<file path="config.mk">
export PLATFORM = sky130hd
export DESIGN_NAME = pwm_timer_top
export DESIGN_NICKNAME = d
export VERILOG_FILES = /design/src/rtl/pwm_timer_pkg.sv /design/src/rtl/pwm_prescaler.sv /design/src/rtl/pwm_downcounter.sv /design/src/rtl/pwm_compare.sv /design/src/rtl/pwm_timer_top.sv
export SDC_FILE = /design/constraint.sdc
export NUM_CORES = 1
export LEC_CHECK = 0
export BUFFER_PORTS_ARGS = -buffer_cell sky130_fd_sc_hd__buf_2
export CAP_MARGIN = 10
export CORE_UTILIZATION = 40
export CTS_CLUSTER_DIAMETER = 50
export DETAILED_ROUTE_END_ITERATION = 6
export GPL_TIMING_DRIVEN = 0
export HOLD_SLACK_MARGIN = 0.1
export SLEW_MARGIN = 30
export SYNTH_ARGS = -nofsm -noshare
export SYNTH_HDL_FRONTEND = slang
export SYNTH_SLANG_ARGS = --single-unit
</file>
<file path="constraint.sdc">
create_clock -name clk -period 2.69 [get_ports clk]
set_clock_uncertainty 0.2 [all_clocks]
set_input_delay 0.807 -clock clk [delete_from_list [all_inputs] [get_ports clk]]
set_output_delay 0.807 -clock clk [all_outputs]
set_load 0.03 [all_outputs]
</file>
<file path="src/rtl/pwm_timer_pkg.sv">
package pwm_timer_pkg;
  localparam int unsigned ADDR_W = 3;
  localparam logic [ADDR_W-1:0] A_CTRL = 3'd0;
  localparam logic [ADDR_W-1:0] A_CLK  = 3'd1;
  localparam logic [ADDR_W-1:0] A_CNTB = 3'd2;
  localparam logic [ADDR_W-1:0] A_CMPB = 3'd3;
  localparam logic [ADDR_W-1:0] A_LIVE = 3'd4;

  localparam int unsigned B_RUN  = 0;
  localparam int unsigned B_AUTO = 1;
  localparam int unsigned B_UPD  = 2;
  localparam int unsigned B_INV  = 3;

  typedef struct packed {
    logic inv;
    logic auto_rl;
    logic run;
  } ctrl_t;
endpackage

</file>
<file path="src/rtl/pwm_prescaler.sv">
module pwm_prescaler #(
  parameter int unsigned PRE_W     = 8,
  parameter int unsigned SEL_W     = 4,
  parameter int unsigned MAX_SHIFT = 4
) (
  input  logic             clk,
  input  logic             rst_n,
  input  logic             run_i,
  input  logic [PRE_W-1:0] pre_i,
  input  logic [SEL_W-1:0] sel_i,
  output logic             tick_o
);
  localparam int unsigned DV_W = (MAX_SHIFT > 0) ? MAX_SHIFT : 1;

  logic [PRE_W-1:0] pre_q, pre_n;
  logic [DV_W-1:0]  div_q, div_n;
  logic [DV_W-1:0]  mask;
  logic             pulse;

  always_comb begin
    for (int i = 0; i < DV_W; i++)
      mask[i] = (sel_i > SEL_W'(i));
  end

  assign pulse  = run_i && (pre_q >= pre_i);
  assign tick_o = pulse && ((div_q & mask) == mask);

  always_comb begin
    pre_n = pre_q;
    div_n = div_q;
    if (!run_i) begin
      pre_n = '0;
      div_n = '0;
    end else begin
      pre_n = pulse ? '0 : pre_q + 1'b1;
      if (pulse) div_n = div_q + 1'b1;
    end
  end

  always_ff @(posedge clk or negedge rst_n) begin
    if (!rst_n) begin
      pre_q <= '0;
      div_q <= '0;
    end else begin
      pre_q <= pre_n;
      div_q <= div_n;
    end
  end

  p_tick_needs_run_r3: assert property (@(posedge clk) disable iff (!rst_n)
    tick_o |-> run_i);
  p_idle_restart_r2: assert property (@(posedge clk) disable iff (!rst_n)
    !run_i |=> (pre_q == '0 && div_q == '0));
endmodule

</file>
<file path="src/rtl/pwm_downcounter.sv">
module pwm_downcounter #(
  parameter int unsigned CNT_W = 16
) (
  input  logic             clk,
  input  logic             rst_n,
  input  logic             tick_i,
  input  logic             auto_i,
  input  logic             upd_i,
  input  logic [CNT_W-1:0] cntb_i,
  input  logic [CNT_W-1:0] cmpb_i,
  output logic [CNT_W-1:0] cnt_o,
  output logic [CNT_W-1:0] cmp_o,
  output logic             irq_o
);
  localparam logic [CNT_W-1:0] ONE = CNT_W'(1);

  logic [CNT_W-1:0] cnt_q, cnt_n, cmp_q, cmp_n;
  logic             irq_q, irq_n;

  always_comb begin
    cnt_n = cnt_q;
    cmp_n = cmp_q;
    irq_n = 1'b0;
    if (upd_i) begin
      cnt_n = cntb_i;
      cmp_n = cmpb_i;
    end else if (tick_i && cnt_q == ONE) begin
      irq_n = 1'b1;
      if (auto_i) begin
        cnt_n = cntb_i;
        cmp_n = cmpb_i;
      end else begin
        cnt_n = '0;
      end
    end else if (tick_i && cnt_q != '0) begin
      cnt_n = cnt_q - ONE;
    end
  end

  always_ff @(posedge clk or negedge rst_n) begin
    if (!rst_n) begin
      cnt_q <= '0;
      cmp_q <= '0;
      irq_q <= 1'b0;
    end else begin
      cnt_q <= cnt_n;
      cmp_q <= cmp_n;
      irq_q <= irq_n;
    end
  end

  assign cnt_o = cnt_q;
  assign cmp_o = cmp_q;
  assign irq_o = irq_q;

  p_hold_no_tick_r3: assert property (@(posedge clk) disable iff (!rst_n)
    (!tick_i && !upd_i) |=> ($stable(cnt_o) && !irq_o));
  p_step_down_r3: assert property (@(posedge clk) disable iff (!rst_n)
    (tick_i && !upd_i && cnt_o > ONE) |=> (cnt_o == $past(cnt_o) - ONE));
  p_reload_r4: assert property (@(posedge clk) disable iff (!rst_n)
    (tick_i && !upd_i && auto_i && cnt_o == ONE) |=> (irq_o && cnt_o == $past(cntb_i)));
  p_oneshot_rest_r5: assert property (@(posedge clk) disable iff (!rst_n)
    (cnt_o == '0 && !upd_i) |=> (cnt_o == '0 && !irq_o));
  p_manual_wins_r7: assert property (@(posedge clk) disable iff (!rst_n)
    upd_i |=> (!irq_o && cnt_o == $past(cntb_i) && cmp_o == $past(cmpb_i)));
endmodule

</file>
<file path="src/rtl/pwm_compare.sv">
module pwm_compare #(
  parameter int unsigned CNT_W = 16
) (
  input  logic [CNT_W-1:0] cnt_i,
  input  logic [CNT_W-1:0] cmp_i,
  input  logic             inv_i,
  output logic             pwm_o
);
  logic above;
  assign above = (cnt_i > cmp_i);
  assign pwm_o = above ^ inv_i;
endmodule

</file>
<file path="src/rtl/pwm_timer_top.sv">
module pwm_timer_top
  import pwm_timer_pkg::*;
#(
  parameter int unsigned CNT_W     = 16,
  parameter int unsigned PRE_W     = 8,
  parameter int unsigned SEL_W     = 4,
  parameter int unsigned MAX_SHIFT = 4
) (
  input  logic              clk,
  input  logic              rst_n,
  input  logic              wr_en,
  input  logic [ADDR_W-1:0] wr_addr,
  input  logic [CNT_W-1:0]  wr_data,
  input  logic [ADDR_W-1:0] rd_addr,
  output logic [CNT_W-1:0]  rd_data,
  output logic              pwm_o,
  output logic              irq_o
);
  localparam int unsigned CLK_W = PRE_W + SEL_W;

  ctrl_t            ctrl_q, ctrl_n;
  logic [PRE_W-1:0] pre_q, pre_n;
  logic [SEL_W-1:0] sel_q, sel_n;
  logic [CNT_W-1:0] cntb_q, cntb_n, cmpb_q, cmpb_n;
  logic [CNT_W-1:0] cnt, cmp;
  logic             upd, tick;
  logic             wr_ctrl, wr_clk, wr_cntb, wr_cmpb;

  assign wr_ctrl = wr_en && (wr_addr == A_CTRL);
  assign wr_clk  = wr_en && (wr_addr == A_CLK);
  assign wr_cntb = wr_en && (wr_addr == A_CNTB);
  assign wr_cmpb = wr_en && (wr_addr == A_CMPB);
  assign upd     = wr_ctrl && wr_data[B_UPD];

  always_comb begin
    ctrl_n = ctrl_q;
    pre_n  = pre_q;
    sel_n  = sel_q;
    cntb_n = cntb_q;
    cmpb_n = cmpb_q;
    if (wr_ctrl) begin
      ctrl_n.run     = wr_data[B_RUN];
      ctrl_n.auto_rl = wr_data[B_AUTO];
      ctrl_n.inv     = wr_data[B_INV];
    end
    if (wr_clk) begin
      pre_n = wr_data[PRE_W-1:0];
      sel_n = wr_data[CLK_W-1:PRE_W];
    end
    if (wr_cntb) cntb_n = wr_data;
    if (wr_cmpb) cmpb_n = wr_data;
  end

  always_ff @(posedge clk or negedge rst_n) begin
    if (!rst_n) begin
      ctrl_q <= '0;
      pre_q  <= '0;
      sel_q  <= '0;
      cntb_q <= '0;
      cmpb_q <= '0;
    end else begin
      ctrl_q <= ctrl_n;
      pre_q  <= pre_n;
      sel_q  <= sel_n;
      cntb_q <= cntb_n;
      cmpb_q <= cmpb_n;
    end
  end

  always_comb begin
    rd_data = '0;
    case (rd_addr)
      A_CTRL: begin
        rd_data[B_RUN]  = ctrl_q.run;
        rd_data[B_AUTO] = ctrl_q.auto_rl;
        rd_data[B_INV]  = ctrl_q.inv;
      end
      A_CLK:  rd_data[CLK_W-1:0] = {sel_q, pre_q};
      A_CNTB: rd_data = cntb_q;
      A_CMPB: rd_data = cmpb_q;
      A_LIVE: rd_data = cnt;
      default: rd_data = '0;
    endcase
  end

  pwm_prescaler #(.PRE_W(PRE_W), .SEL_W(SEL_W), .MAX_SHIFT(MAX_SHIFT)) u_pre (
    .clk(clk), .rst_n(rst_n), .run_i(ctrl_q.run), .pre_i(pre_q), .sel_i(sel_q),
    .tick_o(tick)
  );

  pwm_downcounter #(.CNT_W(CNT_W)) u_cnt (
    .clk(clk), .rst_n(rst_n), .tick_i(tick), .auto_i(ctrl_q.auto_rl), .upd_i(upd),
    .cntb_i(cntb_q), .cmpb_i(cmpb_q), .cnt_o(cnt), .cmp_o(cmp), .irq_o(irq_o)
  );

  pwm_compare #(.CNT_W(CNT_W)) u_cmp (
    .cnt_i(cnt), .cmp_i(cmp), .inv_i(ctrl_q.inv), .pwm_o(pwm_o)
  );

  p_buffer_defers_r6: assert property (@(posedge clk) disable iff (!rst_n)
    (wr_cntb && !upd && !(tick && cnt == CNT_W'(1))) |=> (cnt != $past(wr_data) || cnt == $past(cnt) || cnt == $past(cnt) - CNT_W'(1)));
  p_halt_level_r8: assert property (@(posedge clk) disable iff (!rst_n)
    (cnt == '0) |-> (pwm_o == ctrl_q.inv));
endmodule

</file>
==> run_summary.xml, run 1 <==
<?xml version="1.0" encoding="UTF-8"?>
<metrics>
  <group name="outcome">
    <metric name="outcome" unit="">finished, violations left</metric>
    <metric name="failed_checks" unit="">setup timing</metric>
  </group>
  <group name="logic_synthesis">
    <metric name="synth-async-reset-ratio" unit="%">100</metric>
    <metric name="ys_ff_latch" unit="">92</metric>
    <metric name="synth-warning-count" unit="">0</metric>
    <metric name="synth_cells" unit="">523</metric>
    <metric name="yosys_most_used_dff" unit="">sky130_fd_sc_hd__dfrtp_1</metric>
    <metric name="synth_cell_type_count" unit="">58</metric>
    <metric name="synth.top_cells.by_area" unit="">sky130_fd_sc_hd__dfrtp_1, sky130_fd_sc_hd__mux2_2, sky130_fd_sc_hd__ha_1</metric>
    <metric name="post_synth_instance_area" unit="um2">5220</metric>
    <metric name="synth_area_leader_cell" unit="">sky130_fd_sc_hd__dfrtp_1</metric>
    <metric name="syn-num-nets" unit="">577</metric>
    <metric name="synth_top_cell_area_share" unit="%">44.1</metric>
    <metric name="syn_avg_cell_area" unit="um2">9.98</metric>
    <metric name="count_of_flip_flops_with_a_built_in_enable_after_synthesis" unit="">0</metric>
    <metric name="seq_total_area_yosys" unit="%">44.1</metric>
  </group>
  <group name="setup_path">
    <metric name="rrSetupSlack" unit="ns">-0.31</metric>
    <metric name="critical_path_required" unit="ns">1.68</metric>
    <metric name="cp_slowest_cell" unit="">sky130_fd_sc_hd__dfrtp_2</metric>
    <metric name="crit_family" unit="">simple AND/OR/NAND/NOR gates</metric>
    <metric name="criticalPathCategory" unit="">reg -&gt; out</metric>
    <metric name="setup.worst_path.start_class" unit="">flop</metric>
    <metric name="crit_path_max_fanout" unit="">6</metric>
    <metric name="timing.critical_path.buf_inv" unit="">1</metric>
    <metric name="critical-path-max-stage-delay" unit="ns">0.47</metric>
    <metric name="cp-end-kind" unit="">output pin</metric>
    <metric name="crit_path_cell_trace" unit="">ha_1, nand4_1, nor4_1, a21oi_2, xor2_2, buf_6</metric>
    <metric name="timing.critical_path.arrival" unit="ns">2.11</metric>
    <metric name="r2r.worst_path.cells" unit="">8</metric>
    <metric name="cp.depth" unit="">6</metric>
  </group>
  <group name="timing">
    <metric name="finalWorstPathRequiredPeriod" unit="ns">3.11</metric>
    <metric name="timing.final.setup_violations" unit="">44</metric>
    <metric name="maxSlewViolCount" unit="">0</metric>
    <metric name="hold_violations" unit="">0</metric>
    <metric name="slew_headroom" unit="%">41.2</metric>
    <metric name="grt_setup_unrepaired" unit="">true</metric>
    <metric name="fmaxAchievable" unit="GHz">0.321</metric>
    <metric name="final.period_utilization" unit="%">116</metric>
    <metric name="final_critical_path_setup_slack" unit="ns">-0.424</metric>
    <metric name="worst_pin_slew" unit="ns">0.878</metric>
  </group>
  <group name="power_and_ir_drop">
    <metric name="clockPowerShare" unit="%">24.2</metric>
    <metric name="worst_ir_drop_vdd" unit="mV">0.288</metric>
    <metric name="switching_share" unit="%">35.8</metric>
    <metric name="share_comb_of_total_power" unit="%">35.6</metric>
    <metric name="leakage" unit="nW">3.14</metric>
    <metric name="internal_power" unit="mW">3.20</metric>
    <metric name="p_seq_share" unit="%">40.2</metric>
    <metric name="power.switching" unit="mW">1.79</metric>
    <metric name="pwr_density_cell" unit="nW/um2">706</metric>
  </group>
  <group name="die">
    <metric name="boundaryPins" unit="">43</metric>
    <metric name="die-height" unit="um">116</metric>
    <metric name="initial_util" unit="%">41.2</metric>
    <metric name="rows" unit="">41</metric>
    <metric name="die_x" unit="um">116</metric>
    <metric name="die_area" unit="um2">13500</metric>
    <metric name="placeable_area" unit="um2">12700</metric>
  </group>
  <group name="placement">
    <metric name="post_detail_place_hpwl" unit="mm">10.7</metric>
    <metric name="io_buffers" unit="">41</metric>
    <metric name="post-place-ws" unit="ns">-0.562</metric>
    <metric name="gp_congestion" unit="">0.894</metric>
  </group>
  <group name="global_route">
    <metric name="first_global_vias" unit="">4396</metric>
    <metric name="grt_max_degree" unit="">59</metric>
    <metric name="globalRoute.totalOverflow" unit="">0</metric>
    <metric name="grt.total_usage" unit="%">24.0</metric>
    <metric name="first_pass_grt_wire_length" unit="mm">24.0</metric>
    <metric name="grt_antenna_before_repair" unit="">0</metric>
  </group>
  <group name="drt">
    <metric name="pre_antenna_drt_iters" unit="">5</metric>
    <metric name="detail_route.drc_violations" unit="">0</metric>
    <metric name="wl" unit="mm">15.4</metric>
    <metric name="drt.antenna.violating_nets" unit="">0</metric>
    <metric name="vias" unit="">4406</metric>
    <metric name="viasPerCell" unit="">5.59</metric>
    <metric name="detail_route.wl_per_cell" unit="um">19.6</metric>
    <metric name="drt_first_iter_violations" unit="">309</metric>
  </group>
  <group name="clock_network">
    <metric name="cts_inserted_buffers" unit="">9</metric>
    <metric name="htree_levels" unit="">3</metric>
    <metric name="clk_latency" unit="ns">0.35</metric>
    <metric name="tritoncts_clock_tree" unit="">done</metric>
    <metric name="cts-root-to-sink-buffers" unit="">2</metric>
    <metric name="cts_root_buffer" unit="">sky130_fd_sc_hd__clkbuf_16</metric>
    <metric name="cts.clk_slew.worst_paths" unit="ns">0.07</metric>
    <metric name="holdBufCountCts" unit="">0</metric>
    <metric name="clock_sinks" unit="">92</metric>
  </group>
  <group name="cells_and_area">
    <metric name="area_growth_from_synthesis_to_layout" unit="%">35.5</metric>
    <metric name="mostFrequentLayoutCells" unit="">sky130_fd_sc_hd__dfrtp_1, sky130_fd_sc_hd__mux2_2, sky130_fd_sc_hd__nand2_1</metric>
    <metric name="layout.nets" unit="">665</metric>
    <metric name="diodes" unit="">0</metric>
    <metric name="filler_cell_count" unit="">1095</metric>
    <metric name="post_route_cells_drive_above_1_share" unit="%">40.7</metric>
    <metric name="finalCoreUtilization" unit="%">55.9</metric>
    <metric name="commonest_non_fill_non_tap_cell_in_the_layout" unit="">sky130_fd_sc_hd__dfrtp_1</metric>
  </group>
  <group name="hold_path">
    <metric name="hold_class" unit="">in -&gt; async</metric>
  </group>
  <group name="flow_run">
    <metric name="max_cap_violations" unit="">0</metric>
  </group>
</metrics>
[per-stage QoR]
stage / setup TNS, ns / power, mW / cells / hold slack (ns) / area (um2)
final: -5.29 / 4.99 / 788 / 0.145 / 7080
after global routing: -10.19 / 5.28 / 788 / 0.158 / 7080
after CTS: -2.41 / 4.79 / 769 / 0.157 / 6730
after detailed placement: -23.73 / 3.35 / 737 / 0.314 / 5890
after global placement: -52.73 / 3.28 / 736 / 0.308 / 5850
after floorplan: -0.0514 / 2.89 / 523 / 0.260 / 5430
[worst reg2reg max path, stage by stage (launching register included)]
cell and delay (ns):
sky130_fd_sc_hd__dfrtp_2 0.43, sky130_fd_sc_hd__buf_6 0.15, sky130_fd_sc_hd__or4_4 0.53, sky130_fd_sc_hd__or3_1 0.33, sky130_fd_sc_hd__buf_4 0.17, sky130_fd_sc_hd__nor4b_2 0.28
sky130_fd_sc_hd__a31oi_1 0.11, sky130_fd_sc_hd__or4_1 0.41, sky130_fd_sc_hd__a32o_1 0.28
[cells by family after synthesis]
logic type,count (synthesis),share of synthesized area [%]
DFF,92,44.1
xor gates and xnor gates,11,1.85
muxes,57,12.3
AOI/OAI and AO/OA,123,15.2
and+or+nand+nor,153,14.6
adders and majority gates,29,6.95
buffers and inverters,58,5.01
[power by group through the flow]
stage,clock network [mW],registers (mW),logic [mW]
final,1.21,2.01,1.78
after global routing,1.30,2.04,1.94
after CTS,1.23,2.00,1.56
after detailed placement,0,2.01,1.34
after global placement,0,2.00,1.28
after floorplan,0,1.87,1.02
[registers in the layout, indices dropped and copies added (netlist names)]
name	count
cmpb_q	16
cntb_q	16
ctrl_q	3
pre_q	8
sel_q	4
u_cnt.cmp_o	16
u_cnt.cnt_o	16
u_cnt.irq_o	1
u_pre.div_q	4
u_pre.pre_q	8
[layout make-up]
type	count	area (um2)	area share (%)
flip-flops and latches	92	2320	32.7
inverters	32	126	1.79
plain buffers	26	277	3.91
well taps	172	215	3.04
repair buffers	77	682	9.64
multi-input cells	373	3180	44.9
clock buffers	11	243	3.43
clock inverters	5	36.3	0.513
[synth_stat cells (all sizes together), types with 4 or more instances]
library cell / n
a21oi: 19
nand4: 9
inv: 32
mux2: 48
o31ai: 6
clkbuf: 19
and2: 5
o21ai: 51
a22oi: 10
nand2b: 4
mux2i: 8
nor3: 8
nor4: 5
a31oi: 5
buf: 6
nand2: 55
nor4b: 6
nor2b: 7
nand3: 13
ha: 29
nor2: 28
dfrtp: 92
xor2: 8
a21o: 7
[path summary, 6_finish.rpt]
path | from | end
hold reg to reg | cmpb_q[12]$_DFFE_PN0P_ | u_cnt.cmp_o[12]$_DFFE_PN0P_
hold / removal | rst_n | u_pre.div_q[3]$_DFFE_PN0P_
setup reg to reg | u_cnt.cnt_o[9]$_DFFE_PN0P_ | u_cnt.cnt_o[4]$_DFFE_PN0P_
max in group asynchronous | rst_n | u_cnt.cnt_o[11]$_DFFE_PN0P_
setup / recovery | u_cnt.cnt_o[15]$_DFFE_PN0P_ | pwm_o
min in group clk | cmpb_q[12]$_DFFE_PN0P_ | u_cnt.cmp_o[12]$_DFFE_PN0P_
[routing by layer]
metal  vias to the layer above  wire length [um]  track usage (%)
met5                         -                 0                0
met4                         0               394             9.91
met3                        28               790             4.41
met2                       153              7550             38.2
met1                      2157              6680             32.2
li1                       2068                 -                -
[what timing repair did]
item,in CTS,in global routing
cloned,3,0
endpoints found under the setup margin,61,47
setup buffers,13,19
pin swaps,16,18
resized for setup,108,47
(Power assumes the default switching activity.)
==> run 2: changes to the inputs <==
CORE_UTILIZATION = 50   (was 40)
PLACE_DENSITY = 0.71   (was not set)
==> run_summary.xml, run 2 (synthesis results as in run 1) <==
<?xml version="1.0" encoding="UTF-8"?>
<metrics>
  <group name="timing">
    <metric name="finalWorstPathRequiredPeriod" unit="ns">3.24</metric>
    <metric name="maxSlewViolCount" unit="">0</metric>
    <metric name="grt_setup_unrepaired" unit="">true</metric>
    <metric name="final_critical_path_setup_slack" unit="ns">-0.547</metric>
    <metric name="fmaxAchievable" unit="GHz">0.309</metric>
    <metric name="aggregate_negative_setup_slack" unit="ns">-4.52</metric>
    <metric name="hold_violations" unit="">0</metric>
    <metric name="timing.final.setup_violations" unit="">38</metric>
    <metric name="slew_headroom" unit="%">44.0</metric>
    <metric name="worst_pin_slew" unit="ns">0.838</metric>
    <metric name="final.period_utilization" unit="%">120</metric>
    <metric name="holdWs" unit="ns">0.0813</metric>
  </group>
  <group name="placement">
    <metric name="io_buffers" unit="">41</metric>
    <metric name="place_area" unit="um2">5840</metric>
    <metric name="post-place-ws" unit="ns">-0.592</metric>
    <metric name="post_detail_place_hpwl" unit="mm">10.5</metric>
    <metric name="gp_congestion" unit="">0.918</metric>
  </group>
  <group name="power_and_ir_drop">
    <metric name="clockPowerShare" unit="%">19.2</metric>
    <metric name="switching_share" unit="%">37.8</metric>
    <metric name="internal_power" unit="mW">2.90</metric>
    <metric name="leakage" unit="nW">3.11</metric>
    <metric name="pwr_density_cell" unit="nW/um2">668</metric>
    <metric name="share_comb_of_total_power" unit="%">38.0</metric>
    <metric name="p_seq_share" unit="%">42.7</metric>
    <metric name="worst_ir_drop_vdd" unit="mV">0.351</metric>
    <metric name="power.switching" unit="mW">1.76</metric>
  </group>
  <group name="global_route">
    <metric name="first_global_vias" unit="">4627</metric>
    <metric name="grt.total_usage" unit="%">29.2</metric>
    <metric name="grt_max_degree" unit="">65</metric>
    <metric name="first_pass_grt_wire_length" unit="mm">24.6</metric>
    <metric name="globalRoute.totalOverflow" unit="">0</metric>
    <metric name="grt_antenna_before_repair" unit="">0</metric>
  </group>
  <group name="clock_network">
    <metric name="holdBufCountCts" unit="">0</metric>
    <metric name="cts_root_buffer" unit="">sky130_fd_sc_hd__clkbuf_8</metric>
    <metric name="cts.clk_slew.worst_paths" unit="ns">0.11</metric>
    <metric name="tritoncts_clock_tree" unit="">done</metric>
    <metric name="clk_latency" unit="ns">0.38</metric>
    <metric name="cts-root-to-sink-buffers" unit="">2</metric>
    <metric name="clock_sinks" unit="">92</metric>
    <metric name="cts_inserted_buffers" unit="">9</metric>
    <metric name="htree_levels" unit="">3</metric>
  </group>
  <group name="setup_path">
    <metric name="r2r_start" unit="">u_cnt.cnt_o[9]$_DFFE_PN0P_</metric>
    <metric name="rrSetupSlack" unit="ns">-0.32</metric>
    <metric name="critical_path_required" unit="ns">1.68</metric>
    <metric name="crit-reg2reg-capture" unit="">u_cnt.cnt_o[4]$_DFFE_PN0P_</metric>
    <metric name="setup.worst_path.start_class" unit="">flop</metric>
    <metric name="cp-end-kind" unit="">output pin</metric>
    <metric name="crit_path_max_fanout" unit="">5</metric>
    <metric name="crit_path_start" unit="">u_cnt.cnt_o[7]$_DFFE_PN0P_</metric>
    <metric name="timing.critical_path.arrival" unit="ns">2.23</metric>
    <metric name="critPathCapture" unit="">pwm_o</metric>
    <metric name="r2r.worst_path.cells" unit="">8</metric>
    <metric name="criticalPathCategory" unit="">reg -&gt; out</metric>
  </group>
  <group name="drt">
    <metric name="m1WireLength" unit="mm">6.57</metric>
    <metric name="viasPerCell" unit="">6.12</metric>
    <metric name="detail_route.drc_violations" unit="">0</metric>
    <metric name="drt_first_iter_violations" unit="">297</metric>
    <metric name="pre_antenna_drt_iters" unit="">6</metric>
    <metric name="routed-wl-met3" unit="mm">1.04</metric>
    <metric name="vias" unit="">4618</metric>
    <metric name="drt.antenna.violating_nets" unit="">0</metric>
    <metric name="wl" unit="mm">15.7</metric>
    <metric name="topRoutingLayerUsed" unit="">met4</metric>
    <metric name="detailroute.wirelength.met2" unit="mm">7.42</metric>
    <metric name="detail_route.wl_per_cell" unit="um">20.8</metric>
  </group>
  <group name="cells_and_area">
    <metric name="layout.nets" unit="">671</metric>
    <metric name="filler_cell_count" unit="">701</metric>
    <metric name="area_growth_from_synthesis_to_layout" unit="%">33.5</metric>
    <metric name="post_route_cells_drive_above_1_share" unit="%">41.0</metric>
    <metric name="commonest_non_fill_non_tap_cell_in_the_layout" unit="">sky130_fd_sc_hd__dfrtp_1</metric>
    <metric name="finalCoreUtilization" unit="%">70.0</metric>
    <metric name="diodes" unit="">0</metric>
    <metric name="final_instance_area" unit="um2">6970</metric>
    <metric name="mostFrequentLayoutCells" unit="">sky130_fd_sc_hd__dfrtp_1, sky130_fd_sc_hd__mux2_2, sky130_fd_sc_hd__nand2_1</metric>
  </group>
  <group name="die">
    <metric name="rows" unit="">36</metric>
    <metric name="boundaryPins" unit="">43</metric>
    <metric name="initial_util" unit="%">52.5</metric>
    <metric name="die_x" unit="um">104</metric>
    <metric name="die-height" unit="um">104</metric>
    <metric name="placeable_area" unit="um2">9950</metric>
    <metric name="die_area" unit="um2">10900</metric>
  </group>
  <group name="outcome">
    <metric name="outcome" unit="">finished, violations left</metric>
    <metric name="failed_checks" unit="">setup timing</metric>
  </group>
  <group name="flow_run">
    <metric name="max_cap_violations" unit="">0</metric>
  </group>
  <group name="hold_path">
    <metric name="hold_class" unit="">in -&gt; async</metric>
  </group>
</metrics>
## run 2: cell type report
type,instances,area [um2],share of cell area (%)
clock buffer,12,155,2.23
timing repair buffer,83,727,10.4
inverter,32,124,1.78
multi-input combinational,373,3190,45.7
clock inverter,4,23.8,0.341
tap,133,166,2.39
sequential,92,2310,33.2
buffer,26,275,3.95
## run 2: how the worst min path moves through the flow
stage,cells after the start,slack (ns),end
floorplan,2,0.26,u_cnt.cmp_o[10]$_DFFE_PN0P_
global placement,1,0.31,u_cnt.cmp_o[0]$_DFFE_PN0P_
detailed placement,1,0.31,u_cnt.cmp_o[0]$_DFFE_PN0P_
CTS,1,0.11,u_cnt.cmp_o[14]$_DFFE_PN0P_
global route,1,0.1,u_cnt.cmp_o[14]$_DFFE_PN0P_
finish,1,0.08,u_cnt.cmp_o[14]$_DFFE_PN0P_
## run 2: per-layer routing
metal / GRT usage [%] / up-vias
met5: 0 / -
met4: 13.0 / 0
met3: 4.26 / 69
met2: 46.9 / 228
met1: 39.4 / 2248
li1: - / 2073
## run 2: through the flow
step / power (mW) / cells
finish: 4.66 / 755
global route: 4.90 / 755
CTS: 4.49 / 739
detailed placement: 3.32 / 698
global placement: 3.26 / 697
floorplan: 2.89 / 523
## run 2: worst max-delay path, cell delays in order, from the launching register on
cell and delay [ns]:
sky130_fd_sc_hd__dfrtp_1 0.49, sky130_fd_sc_hd__ha_1 0.34, sky130_fd_sc_hd__nand4_1 0.19, sky130_fd_sc_hd__a21oi_2 0.21, sky130_fd_sc_hd__o31ai_2 0.10, sky130_fd_sc_hd__a21oi_2 0.22, sky130_fd_sc_hd__xor2_2 0.16, sky130_fd_sc_hd__buf_6 0.14
## run 2: power by group through the flow
stage	logic, mW	registers [mW]	clock network, mW
finish	1.77	1.99	0.897
global route	1.91	2.02	0.969
CTS	1.64	1.96	0.889
detailed placement	1.33	1.99	0
global placement	1.28	1.98	0
floorplan	1.02	1.87	0
## run 2: timing repair
action                                  in CTS  in global routing
pin swaps                                   16                 14
resized for setup                          117                 45
endpoints found under the setup margin      51                 47
buffers inserted                            24                 15
gates cloned                                 2                  1
==> run 3: changes to the inputs <==
--- a/config.mk
+++ b/config.mk
@@ -15,3 +15,2 @@
 export PLACE_DENSITY = 0.71
-export SLEW_MARGIN = 30
 export SYNTH_ARGS = -nofsm -noshare
==> constraint.sdc (replaced) <==
create_clock -name clk -period 2.69 [get_ports clk]
set_clock_uncertainty 0.2 [all_clocks]
set_input_delay 0 -clock clk [delete_from_list [all_inputs] [get_ports clk]]
set_output_delay 0 -clock clk [all_outputs]
set_load 0.03 [all_outputs]
==> run_summary.xml, run 3 (synthesis results as in run 1) <==
<?xml version="1.0" encoding="UTF-8"?>
<metrics>
  <group name="drt">
    <metric name="pre_antenna_drt_iters" unit="">5</metric>
    <metric name="drt_first_iter_violations" unit="">416</metric>
    <metric name="detail_route.wl_per_cell" unit="um">19.4</metric>
    <metric name="vias" unit="">4569</metric>
    <metric name="drt.antenna.violating_nets" unit="">0</metric>
    <metric name="viasPerCell" unit="">5.93</metric>
    <metric name="detail_route.drc_violations" unit="">0</metric>
    <metric name="wl" unit="mm">14.9</metric>
  </group>
  <group name="die">
    <metric name="die-height" unit="um">104</metric>
    <metric name="die_area" unit="um2">10900</metric>
    <metric name="boundaryPins" unit="">43</metric>
    <metric name="placeable_area" unit="um2">9950</metric>
    <metric name="die_x" unit="um">104</metric>
    <metric name="rows" unit="">36</metric>
    <metric name="initial_util" unit="%">52.5</metric>
  </group>
  <group name="global_route">
    <metric name="grt.total_usage" unit="%">28.4</metric>
    <metric name="globalRoute.totalOverflow" unit="">0</metric>
    <metric name="first_global_vias" unit="">4540</metric>
    <metric name="first_pass_grt_wire_length" unit="mm">23.8</metric>
    <metric name="grt_antenna_before_repair" unit="">0</metric>
    <metric name="grt_max_degree" unit="">65</metric>
  </group>
  <group name="placement">
    <metric name="post_detail_place_hpwl" unit="mm">10.2</metric>
    <metric name="io_buffers" unit="">41</metric>
    <metric name="placed_cells" unit="">698</metric>
    <metric name="gp_congestion" unit="">0.933</metric>
  </group>
  <group name="setup_path">
    <metric name="r2r.worst_path.cells" unit="">9</metric>
    <metric name="criticalPathCategory" unit="">reg -&gt; reg</metric>
    <metric name="r2r_start" unit="">pre_q[6]$_DFFE_PN0P_</metric>
    <metric name="timing.critical_path.arrival" unit="ns">2.77</metric>
    <metric name="setup.worst_path.start_class" unit="">flop</metric>
    <metric name="cp-end-kind" unit="">flop</metric>
    <metric name="crit_path_start" unit="">pre_q[6]$_DFFE_PN0P_</metric>
    <metric name="critPathCapture" unit="">u_cnt.cnt_o[4]$_DFFE_PN0P_</metric>
    <metric name="critical_path_required" unit="ns">2.76</metric>
    <metric name="crit-reg2reg-capture" unit="">u_cnt.cnt_o[4]$_DFFE_PN0P_</metric>
    <metric name="rrSetupSlack" unit="ns">-0.006</metric>
    <metric name="crit_path_max_fanout" unit="">4</metric>
  </group>
  <group name="cells_and_area">
    <metric name="post_route_cells_drive_above_1_share" unit="%">29.0</metric>
    <metric name="layout.nets" unit="">687</metric>
    <metric name="finalCoreUtilization" unit="%">66.8</metric>
    <metric name="commonest_non_fill_non_tap_cell_in_the_layout" unit="">sky130_fd_sc_hd__dfrtp_1</metric>
    <metric name="multi_input_comb_area" unit="um2">2870</metric>
    <metric name="area_growth_from_synthesis_to_layout" unit="%">27.3</metric>
    <metric name="diodes" unit="">0</metric>
    <metric name="fin_cells" unit="">771</metric>
    <metric name="mostFrequentLayoutCells" unit="">sky130_fd_sc_hd__dfrtp_1, sky130_fd_sc_hd__nand2_1, sky130_fd_sc_hd__o21ai_0</metric>
    <metric name="filler_cell_count" unit="">774</metric>
    <metric name="seq_area" unit="um2">2310</metric>
  </group>
  <group name="clock_network">
    <metric name="cts_root_buffer" unit="">sky130_fd_sc_hd__clkbuf_8</metric>
    <metric name="tritoncts_clock_tree" unit="">done</metric>
    <metric name="cts_inserted_buffers" unit="">9</metric>
    <metric name="clock_sinks" unit="">92</metric>
    <metric name="cts.clk_slew.worst_paths" unit="ns">0.10</metric>
    <metric name="clk_latency" unit="ns">0.39</metric>
    <metric name="cts-root-to-sink-buffers" unit="">2</metric>
    <metric name="htree_levels" unit="">3</metric>
  </group>
  <group name="timing">
    <metric name="worst_pin_slew" unit="ns">0.748</metric>
    <metric name="hold_violations" unit="">0</metric>
    <metric name="final_critical_path_setup_slack" unit="ns">-0.00632</metric>
    <metric name="timing.final.setup_violations" unit="">1</metric>
    <metric name="slew_headroom" unit="%">50.1</metric>
    <metric name="finalWorstPathRequiredPeriod" unit="ns">2.70</metric>
    <metric name="fmaxAchievable" unit="GHz">0.371</metric>
    <metric name="aggregate_negative_setup_slack" unit="ns">-0.00632</metric>
    <metric name="maxSlewViolCount" unit="">0</metric>
    <metric name="final.period_utilization" unit="%">100</metric>
    <metric name="grt_setup_unrepaired" unit="">true</metric>
  </group>
  <group name="flow_run">
    <metric name="max_cap_violations" unit="">0</metric>
  </group>
  <group name="outcome">
    <metric name="failed_checks" unit="">setup timing</metric>
    <metric name="outcome" unit="">finished, violations left</metric>
  </group>
  <group name="power_and_ir_drop">
    <metric name="worst_ir_drop_vdd" unit="mV">0.346</metric>
    <metric name="pwr_density_cell" unit="nW/um2">702</metric>
    <metric name="leakage" unit="nW">2.96</metric>
  </group>
  <group name="hold_path">
    <metric name="min_delay_path_depth" unit="">3</metric>
    <metric name="hold_class" unit="">in -&gt; reg</metric>
  </group>
</metrics>
==> run 3: stage by stage <==
stage	hold slack, ns	cell area (um2)	setup slack, ns	power, mW
final	0.106	6650	-0.00632	4.67
after global routing	0.134	6650	-0.0503	4.92
after global placement	0.0442	5590	-0.737	3.19
after CTS	0.119	6410	-0.0137	4.50
after floorplan	-0.496	5220	0.00585	2.82
after detailed placement	-0.240	5620	-0.730	3.25
==> run 3: power breakdown <==
| group | switching, mW | internal [mW] | leakage, nW |
|---|---|---|---|
| Clock | 0.508 | 0.600 | 0.116 |
| Combinational | 0.816 | 0.757 | 1.70 |
| Sequential | 0.316 | 1.67 | 1.14 |
| Total | 1.64 | 3.03 | 2.96 |
==> run 3: area by class of cell <==
cell class,instances,area share (%)
Sequential cell,92,34.7
Tap cell,133,2.50
Timing Repair Buffer,102,11.8
Clock buffer,13,2.54
Multi-Input combinational cell,373,43.2
Inverter,32,1.81
Buffer,23,2.41
Clock inverter,3,1.02
==> run 3: worst min-delay path by stage <==
stage,slack [ns],end,from
final,0.11,cmpb_q[3]$_DFFE_PN0P_,wr_addr[1]
after global placement,0.04,cmpb_q[14]$_DFFE_PN0P_,wr_data[14]
after floorplan,-0.50,cmpb_q[0]$_DFFE_PN0P_,rst_n
after detailed placement,-0.24,u_cnt.cmp_o[14]$_DFFE_PN0P_,rst_n
after global routing,0.13,cmpb_q[3]$_DFFE_PN0P_,wr_addr[1]
after CTS,0.12,cmpb_q[3]$_DFFE_PN0P_,wr_addr[1]
==> run 3: timing repair <==
item,in CTS,in global routing
gates resized for setup,31,29
hold buffers,29,0
endpoints found under the hold margin,139,0
setup endpoints to repair,29,29
setup buffers,17,14
pin swaps,9,15
==> run 3: worst max-delay path: stages (launching register included) <==
cell	delay, ns
sky130_fd_sc_hd__dfrtp_1	0.38
sky130_fd_sc_hd__inv_1	0.10
sky130_fd_sc_hd__ha_4	0.28
sky130_fd_sc_hd__nand4_1	0.10
sky130_fd_sc_hd__a21oi_2	0.19
sky130_fd_sc_hd__a21oi_4	0.11
sky130_fd_sc_hd__or3_4	0.40
sky130_fd_sc_hd__buf_8	0.13
sky130_fd_sc_hd__or4_1	0.47
sky130_fd_sc_hd__a32o_1	0.24
==> run 3: metal layers <==
| metal | GRT usage (%) | up-vias | wire, um |
|---|---|---|---|
| met1 | 37.7 | 2229 | 6350 |
| met3 | 4.39 | 37 | 919 |
| met4 | 12.0 | 0 | 401 |
| li1 | - | 2113 | - |
| met5 | 0 | - | 0 |
| met2 | 46.3 | 190 | 7250 |
